[src/rtl/mds_pkg.sv]
package mds_pkg;

    typedef enum logic [1:0] {
        OP_MUL  = 2'b00,
        OP_DIV  = 2'b01,
        OP_NORM = 2'b10,
        OP_RSVD = 2'b11
    } op_e;

    typedef enum logic {
        ST_IDLE = 1'b0,
        ST_RUN  = 1'b1
    } state_e;

    typedef enum logic [2:0] {
        PAIR_HOLD = 3'd0,
        PAIR_LOAD = 3'd1,
        PAIR_MUL  = 3'd2,
        PAIR_DIV  = 3'd3,
        PAIR_SHL  = 3'd4
    } pair_cmd_e;

    typedef struct packed {
        pair_cmd_e cmd;
        logic      cnt_clr;
        logic      cnt_inc;
        logic      sub;
        logic      use_shl;
        logic      opb_load;
    } ctl_t;

    function automatic logic op_accepted(input op_e o);
        return o != OP_RSVD;
    endfunction

    function automatic logic ends_at_start(input op_e o, input logic ovf, input logic zero);
        return ((o == OP_DIV) && ovf) || ((o == OP_NORM) && zero);
    endfunction

endpackage

[src/rtl/mds_addsub.sv]
module mds_addsub #(
    parameter int W = 16
) (
    input  logic [W-1:0] a,
    input  logic [W-1:0] b,
    input  logic         sub,
    output logic [W-1:0] sum,
    output logic         cout
);
    logic [W-1:0] b_eff;
    logic [W:0]   full;

    always_comb begin
        b_eff = sub ? ~b : b;
        full  = {1'b0, a} + {1'b0, b_eff} + {{W{1'b0}}, sub};
        sum   = full[W-1:0];
        cout  = full[W];
    end
endmodule

[src/rtl/mds_loopcnt.sv]
module mds_loopcnt #(
    parameter int CW = 6
) (
    input  logic          clk,
    input  logic          rst,
    input  logic          clr,
    input  logic          inc,
    output logic [CW-1:0] cnt
);
    always_ff @(posedge clk) begin
        if (rst)       cnt <= '0;
        else if (clr)  cnt <= '0;
        else if (inc)  cnt <= cnt + 1'b1;
    end
endmodule

[src/rtl/mds_wordpair.sv]
module mds_wordpair
    import mds_pkg::*;
#(
    parameter int W = 16
) (
    input  logic          clk,
    input  logic          rst,
    input  pair_cmd_e     cmd,
    input  logic [W-1:0]  load_hi,
    input  logic [W-1:0]  load_lo,
    input  logic [W-1:0]  sum,
    input  logic          cout,
    output logic [W-1:0]  hi_q,
    output logic [W-1:0]  lo_q,
    output logic [W-1:0]  shl_hi
);
    logic [W-1:0] hi_d, lo_d;
    logic [W-1:0] mul_hi;
    logic         mul_carry;
    logic         div_take;

    always_comb begin
        shl_hi    = {hi_q[W-2:0], lo_q[W-1]};
        mul_hi    = lo_q[0] ? sum : hi_q;
        mul_carry = lo_q[0] & cout;
        div_take  = hi_q[W-1] | cout;
        hi_d      = hi_q;
        lo_d      = lo_q;
        case (cmd)
            PAIR_LOAD: begin
                hi_d = load_hi;
                lo_d = load_lo;
            end
            PAIR_MUL: begin
                hi_d = {mul_carry, mul_hi[W-1:1]};
                lo_d = {mul_hi[0], lo_q[W-1:1]};
            end
            PAIR_DIV: begin
                hi_d = div_take ? sum : shl_hi;
                lo_d = {lo_q[W-2:0], div_take};
            end
            PAIR_SHL: begin
                hi_d = shl_hi;
                lo_d = {lo_q[W-2:0], 1'b0};
            end
            default: begin
                hi_d = hi_q;
                lo_d = lo_q;
            end
        endcase
    end

    always_ff @(posedge clk) begin
        if (rst) begin
            hi_q <= '0;
            lo_q <= '0;
        end else begin
            hi_q <= hi_d;
            lo_q <= lo_d;
        end
    end


    shl_fill_chk: assert property (@(posedge clk) disable iff (rst)
        (cmd == PAIR_SHL) |=> (lo_q[0] == 1'b0));


    div_bit_chk: assert property (@(posedge clk) disable iff (rst)
        (cmd == PAIR_DIV && hi_q[W-1]) |=> (lo_q[0] == 1'b1));
endmodule

[src/rtl/mds_ctrl.sv]
module mds_ctrl
    import mds_pkg::*;
#(
    parameter int W  = 16,
    parameter int CW = 6
) (
    input  logic          clk,
    input  logic          rst,
    input  logic          start_i,
    input  op_e           op_i,
    input  logic          div_ovf,
    input  logic          norm_zero,
    input  logic          hi_msb,
    input  logic [CW-1:0] cnt,
    output ctl_t          ctl,
    output op_e           cur_op,
    output logic          busy,
    output logic          done,
    output logic          err,
    output logic          zero
);
    localparam logic [CW-1:0] LAST_STEP = CW'(W - 1);
    localparam logic [CW-1:0] NORM_MAX  = CW'(2 * W - 1);

    state_e state_q, state_d;
    op_e    op_q;
    logic   done_d;
    logic   accept;

    assign accept = start_i && (state_q == ST_IDLE) && op_accepted(op_i);
    assign busy   = (state_q == ST_RUN);
    assign cur_op = op_q;

    always_comb begin
        ctl     = '{cmd: PAIR_HOLD, cnt_clr: 1'b0, cnt_inc: 1'b0,
                    sub: 1'b0, use_shl: 1'b0, opb_load: 1'b0};
        state_d = state_q;
        done_d  = 1'b0;
        case (state_q)
            ST_IDLE: begin
                if (accept) begin
                    ctl.cmd      = PAIR_LOAD;
                    ctl.cnt_clr  = 1'b1;
                    ctl.opb_load = 1'b1;
                    if (ends_at_start(op_i, div_ovf, norm_zero)) done_d = 1'b1;
                    else                                         state_d = ST_RUN;
                end
            end
            ST_RUN: begin
                case (op_q)
                    OP_MUL: begin
                        ctl.cmd     = PAIR_MUL;
                        ctl.cnt_inc = 1'b1;
                        if (cnt == LAST_STEP) begin
                            state_d = ST_IDLE;
                            done_d  = 1'b1;
                        end
                    end
                    OP_DIV: begin
                        ctl.cmd     = PAIR_DIV;
                        ctl.cnt_inc = 1'b1;
                        ctl.sub     = 1'b1;
                        ctl.use_shl = 1'b1;
                        if (cnt == LAST_STEP) begin
                            state_d = ST_IDLE;
                            done_d  = 1'b1;
                        end
                    end
                    OP_NORM: begin
                        if (hi_msb || cnt == NORM_MAX) begin
                            state_d = ST_IDLE;
                            done_d  = 1'b1;
                        end else begin
                            ctl.cmd     = PAIR_SHL;
                            ctl.cnt_inc = 1'b1;
                        end
                    end
                    default: begin
                        state_d = ST_IDLE;
                        done_d  = 1'b1;
                    end
                endcase
            end
            default: state_d = ST_IDLE;
        endcase
    end

    always_ff @(posedge clk) begin
        if (rst) begin
            state_q <= ST_IDLE;
            op_q    <= OP_MUL;
            done    <= 1'b0;
            err     <= 1'b0;
            zero    <= 1'b0;
        end else begin
            state_q <= state_d;
            done    <= done_d;
            if (accept) begin
                op_q <= op_i;
                err  <= (op_i == OP_DIV) && div_ovf;
                zero <= (op_i == OP_NORM) && norm_zero;
            end
        end
    end


    done_idle_chk: assert property (@(posedge clk) disable iff (rst)
        done |-> !busy);


    busy_cause_chk: assert property (@(posedge clk) disable iff (rst)
        $rose(busy) |-> $past(start_i));


    start_ignored_chk: assert property (@(posedge clk) disable iff (rst)
        (busy && start_i) |=> $stable(op_q));


    step_bound_chk: assert property (@(posedge clk) disable iff (rst)
        (busy && op_q != OP_NORM) |-> (cnt <= LAST_STEP));


    err_done_chk: assert property (@(posedge clk) disable iff (rst)
        $rose(err) |-> done);
endmodule

[src/rtl/shiftmd_engine.sv]
module shiftmd_engine
    import mds_pkg::*;
#(
    parameter  int WORD_W = 16,
    localparam int CNT_W  = $clog2(2 * WORD_W) + 1
) (
    input  logic              clk,
    input  logic              rst,
    input  logic              start,
    input  logic [1:0]        op,
    input  logic [WORD_W-1:0] opa_hi,
    input  logic [WORD_W-1:0] opa_lo,
    input  logic [WORD_W-1:0] opb,
    output logic              busy,
    output logic              done,
    output logic [WORD_W-1:0] res_hi,
    output logic [WORD_W-1:0] res_lo,
    output logic [CNT_W-1:0]  shift_cnt,
    output logic              div_err,
    output logic              zero_flag
);
    ctl_t              ctl;
    op_e               cur_op;
    op_e               op_in;
    logic [WORD_W-1:0] opb_q;
    logic [WORD_W-1:0] hi_q, lo_q, shl_hi;
    logic [WORD_W-1:0] add_a, sum;
    logic [WORD_W-1:0] load_hi;
    logic              cout;
    logic              div_ovf, norm_zero;
    logic [CNT_W-1:0]  cnt;

    assign op_in     = op_e'(op);
    assign div_ovf   = (opa_hi >= opb);
    assign norm_zero = ({opa_hi, opa_lo} == '0);
    assign load_hi   = (op_in == OP_MUL) ? '0 : opa_hi;
    assign add_a     = ctl.use_shl ? shl_hi : hi_q;

    always_ff @(posedge clk) begin
        if (rst)               opb_q <= '0;
        else if (ctl.opb_load) opb_q <= opb;
    end

    mds_ctrl #(.W(WORD_W), .CW(CNT_W)) u_ctrl (
        .clk       (clk),
        .rst       (rst),
        .start_i   (start),
        .op_i      (op_in),
        .div_ovf   (div_ovf),
        .norm_zero (norm_zero),
        .hi_msb    (hi_q[WORD_W-1]),
        .cnt       (cnt),
        .ctl       (ctl),
        .cur_op    (cur_op),
        .busy      (busy),
        .done      (done),
        .err       (div_err),
        .zero      (zero_flag)
    );

    mds_addsub #(.W(WORD_W)) u_addsub (
        .a    (add_a),
        .b    (opb_q),
        .sub  (ctl.sub),
        .sum  (sum),
        .cout (cout)
    );

    mds_wordpair #(.W(WORD_W)) u_pair (
        .clk     (clk),
        .rst     (rst),
        .cmd     (ctl.cmd),
        .load_hi (load_hi),
        .load_lo (opa_lo),
        .sum     (sum),
        .cout    (cout),
        .hi_q    (hi_q),
        .lo_q    (lo_q),
        .shl_hi  (shl_hi)
    );

    mds_loopcnt #(.CW(CNT_W)) u_cnt (
        .clk (clk),
        .rst (rst),
        .clr (ctl.cnt_clr),
        .inc (ctl.cnt_inc),
        .cnt (cnt)
    );

    assign res_hi    = hi_q;
    assign res_lo    = lo_q;
    assign shift_cnt = cnt;


    rem_below_div_chk: assert property (@(posedge clk) disable iff (rst)
        (done && cur_op == OP_DIV && !div_err) |-> (res_hi < opb_q));


    norm_msb_chk: assert property (@(posedge clk) disable iff (rst)
        (done && cur_op == OP_NORM && !zero_flag) |-> res_hi[WORD_W-1]);


    zero_result_chk: assert property (@(posedge clk) disable iff (rst)
        (done && zero_flag) |-> (res_hi == '0 && res_lo == '0));
endmodule

[config.mk]
export PLATFORM = sky130hd
export DESIGN_NAME = shiftmd_engine
export DESIGN_NICKNAME = d
export VERILOG_FILES = /design/src/rtl/mds_pkg.sv /design/src/rtl/mds_addsub.sv /design/src/rtl/mds_loopcnt.sv /design/src/rtl/mds_wordpair.sv /design/src/rtl/mds_ctrl.sv /design/src/rtl/shiftmd_engine.sv
export SDC_FILE = /design/constraint.sdc
export NUM_CORES = 1
export LEC_CHECK = 0
export BUFFER_PORTS_ARGS = -buffer_cell sky130_fd_sc_hd__buf_2
export CORE_ASPECT_RATIO = 0.7
export CORE_MARGIN = 10
export CORE_UTILIZATION = 52
export CTS_BUF_LIST = sky130_fd_sc_hd__clkbuf_16
export CTS_CLUSTER_SIZE = 16
export DETAILED_ROUTE_END_ITERATION = 12
export HOLD_SLACK_MARGIN = 0.05
export PLACE_DENSITY_LB_ADDON = 0.25
export SETUP_SLACK_MARGIN = 0.2
export SLEW_MARGIN = 20
export SYNTH_ARGS = -nofsm -noshare
export SYNTH_HDL_FRONTEND = slang
export SYNTH_HIERARCHICAL = 1
export SYNTH_SLANG_ARGS = --single-unit
[constraint.sdc]
create_clock -name clk -period 4.01 [get_ports clk]
set_input_delay 0.2005 -clock clk [delete_from_list [all_inputs] [get_ports clk]]
set_output_delay 0.2005 -clock clk [all_outputs]
set_load 0.02 [all_outputs]
==> reports/summary.md <==
### Setup path
• 16 — r2r worst-path depth
• 17 — maximum fanout along the worst path
• register — startpoint type of the worst setup path
• sky130_fd_sc_hd__ha_2 — slowest cell on the critical path
• 4050 ps — Arr. time, crit path
• register — endpoint class of the critical path
• u_pair/hi_q[11] — end of the worst register-to-register path
• 4250 ps — CP Data Required Time
• u_ctrl/busy — launch instance of the worst register-to-register path
• register to register — Crit Path Category
• 360 ps — largest incremental delay on the critical path
• sky130_fd_sc_hd__a21o_1 — CP most frequent cell
• nor2b_4, and2_4, buf_6, xor2_1, ha_2, a21o_1, a21oi_2, a21boi_2, a221oi_2, o21ai_1, a21o_1, nor2_4, clkbuf_16, mux2i_1, o22a_1, a311oi_1 — CP Cell Sequence
• 200 ps — Worst R2R Setup Slack

### Floorplan
• 53.7% — initial standard-cell utilization of the core
• 9800 um^2 — Core Region
• 104 um — y dimension of the die
• 95 — Ports
• 14,600 um^2 — total die area
• 30 — Core Rows
• 140 um — Die Span X

### Route
• 5,167 — total via count after detailed routing
• 19.8 um — detailed-route wire length per cell
• 6 — detailed-routing iteration count for the pre-antenna-repair pass
• 6.17 — average vias per placed instance
• 0 — Residual DRC
• 498 — violation count after the first detailed-routing iteration
• 0 — number of nets still failing antenna checks after routing
• 16.6 mm — routed wire length

### Worst hold path
• primary input to register — Hold Path Class
• opb[1] — source of the worst hold timing path
• 3 — worst hold path depth
• opb_q[1] — worst min-delay path endpoint

### Clocking
• 3 — Clock H-tree levels
• 9 — number of CTS-inserted buffers
• yes — clock tree from TritonCTS
• 0 — number of hold buffers added after cts
• 60 — Num Clock Sinks
• sky130_fd_sc_hd__clkbuf_16 — root buffer cell
• 60 ps — clock slew at the register clock pins of the worst setup and hold paths
• 340 ps — clock latency on the worst-skew pair
• 2 — buffers from clock root to sink, at most

### Placement
• 12.0 mm — HPWL Detailed
• 94 — total of buffers placed on input and output ports
• 0.900 — final RePlAce weighted congestion
• 812 — # placed instances
• 29.2 ps — worst setup slack before clock tree synthesis
• 5620 um^2 — instance area after placement

### STA
• 0 — count of final hold-check violations
• 1100 ps — slew at the pin with the worst max-slew slack
• 262 MHz — fmax
• 0 — count of final setup violators
• 5.27 ps — worst clock skew
• 3810 ps — time the final worst path needs with I/O delays and setup
• 196 ps — setup ws final
• 26.5% — relative max-transition margin
• true — unrepaired setup endpoints after global routing
• 0 — max-slew violation total from the final report
• 95.1% — Tcrit/Tclk final
• 0 ps — final-layout setup total negative slack

### Synthesis
• 638 — gate count after technology mapping
• 0% — share of synthesized flip-flops with an asynchronous set or reset
• 0 — number of synthesized flops with an enable pin
• sky130_fd_sc_hd__dfxtp_1 — top flip-flop cell by instance count after synthesis
• 6 — Synth warnings
• 60 — synthesized flop and latch total
• 8.24 um^2 — Post-Syn Area per Cell
• 70 — distinct cell type count of the synthesized netlist
• 22.8% — register area share after synthesis
• 5260 um^2 — synthesized cell area
• 725 — number of nets produced by synthesis

### GRT
• 56 — largest net degree at the start of global routing
• 4,866 — number of global-route vias before repair
• 26.0 mm — first-pass GRT wire length
• 0 — number of antenna violations at the first check in global routing
• 21.1% — global-route total usage across every layer
• 0 — global route overflow

### Power
• 2.53 mW — Overall Power
• 0.243 mV — Worst VDD drop
• 2.86 nW — Leak Pwr
• 412 nW/um^2 — cell area power density

### Cells and area
• 0 — diode insertion count for antenna repair
• 837 — post-route insts no fill
• 26.5% — share of cells above drive strength 1
• 16.8% — area growth from synthesis to layout
• 791 — Final Net Count
• 6140 um^2 — final design instance area without fill

### Run status
• finished, final reports clean — outcome

### Job
• 0 — reported max-cap violation count

## worst max path at each step
stage,startpoint,endpoint,cells past startpoint
floorplan,u_ctrl/busy,u_pair/hi_q[10],18
global placement,u_ctrl/busy,u_pair/hi_q[13],16
detailed placement,u_ctrl/busy,u_pair/hi_q[6],16
CTS,u_ctrl/busy,u_pair/hi_q[6],16
global route,u_ctrl/busy,u_pair/hi_q[11],16
finish,u_ctrl/busy,u_pair/hi_q[11],16
## registers in the layout, summed over array words and instances, names as in the netlist
signal / count
u_ctrl/zero: 1
u_ctrl/cur_op: 2
u_cnt/cnt: 6
u_ctrl/err: 1
u_ctrl/busy: 1
opb_q: 16
u_pair/hi_q: 16
u_pair/lo_q: 16
u_ctrl/done: 1
## kinds of logic after synthesis
logic type / count (synthesis) / synth area share (%)
simple gates: 208 / 20.6
compound gates: 154 / 20.3
buf+inv: 79 / 8.38
mux: 70 / 13.8
flops: 60 / 22.8
fa+ha+maj: 34 / 8.23
xor+xnor: 33 / 5.85
## cell usage in the layout, fill, tap and decap left out, drive strengths merged, types with 5 or more instances in the layout
master	Yosys	layout
nand2	31	31
mux2i	50	50
nor2	85	85
a21oi	27	27
nor2b	21	21
nor4	22	22
and3	5	5
inv	23	24
nand4	9	9
clkbuf	12	10
o22a	14	14
o21ai	34	34
xnor2	10	10
xor2	23	23
dfxtp	60	60
o22ai	16	16
buf	44	110
a31oi	8	8
ha	33	33
o2bb2ai	13	13
a311oi	15	15
mux2	20	20
a21o	5	5
## through the flow
stage,hold WS (ps),util (%)
after detailed placement,460,57.3
after floorplan,260,-
after global routing,115,62.7
final,112,62.7
after global placement,455,57.3
after CTS,109,61.0
## critical path, delay by kind of cell, from the launching register on
kind	cells	cell delay, ps
compound gates	8	1700
mux	1	70
fa+ha+maj	1	360
buf+inv	2	430
xor+xnor	1	240
flops	1	350
simple gates	3	570
## Yosys cell counts, types with 9 or more instances
cell                        count  area (um^2)
sky130_fd_sc_hd__dfxtp_1       60         1200
sky130_fd_sc_hd__xnor2_1        9         78.8
sky130_fd_sc_hd__o22a_1        14          123
sky130_fd_sc_hd__mux2i_1       50          500
sky130_fd_sc_hd__ha_1          33          413
sky130_fd_sc_hd__nand2_1       31          116
sky130_fd_sc_hd__nor2b_1       19          119
sky130_fd_sc_hd__a21oi_1       24          120
sky130_fd_sc_hd__xor2_1        23          201
sky130_fd_sc_hd__o22ai_1       16          100
sky130_fd_sc_hd__nor2_1        83          312
sky130_fd_sc_hd__buf_2         13         65.1
sky130_fd_sc_hd__inv_1         23         86.3
sky130_fd_sc_hd__nor4_1        22          138
sky130_fd_sc_hd__clkbuf_1      12         45.0
sky130_fd_sc_hd__o21ai_0       28          140
sky130_fd_sc_hd__mux2_2        20          225
sky130_fd_sc_hd__o2bb2ai_1     13          114
sky130_fd_sc_hd__a311oi_1      15          131
sky130_fd_sc_hd__buf_4         26          195
## where the power goes
group          switching [mW]  leakage [nW]  internal (mW)
Sequential              0.115         0.495          0.664
Clock                   0.300         0.153          0.541
Combinational           0.524          2.21          0.387
## area by class of cell
| cell class | instances | area (um^2) |
|---|---|---|
| clock buffers | 9 | 225 |
| clock inverters | 7 | 90.1 |
| fillers | 844 | 3650 |
| inverters | 23 | 86.3 |
| multi-input cells | 499 | 3710 |
| flip-flops and latches | 60 | 1210 |
| well taps | 128 | 160 |
| repair buffers | 111 | 661 |
## layer usage
layer	vias to the layer above	routed length (um)	track usage, %	part of all wire, %
met5	-	0	0	0
met4	0	248	4.78	1.5
met3	24	1980	8.44	12
met2	246	6900	29.4	42
met1	2452	7490	29.4	45
li1	2445	-	-	-
## timing repair
item | 4_1_cts | 5_1_grt
pin swaps | 1 | 9
gates resized for setup | 4 | 20
setup buffers | 2 | 6
cloned | 0 | 1
setup endpoints to repair | 15 | 17
Note: power is estimated with default switching activity, not from simulation.
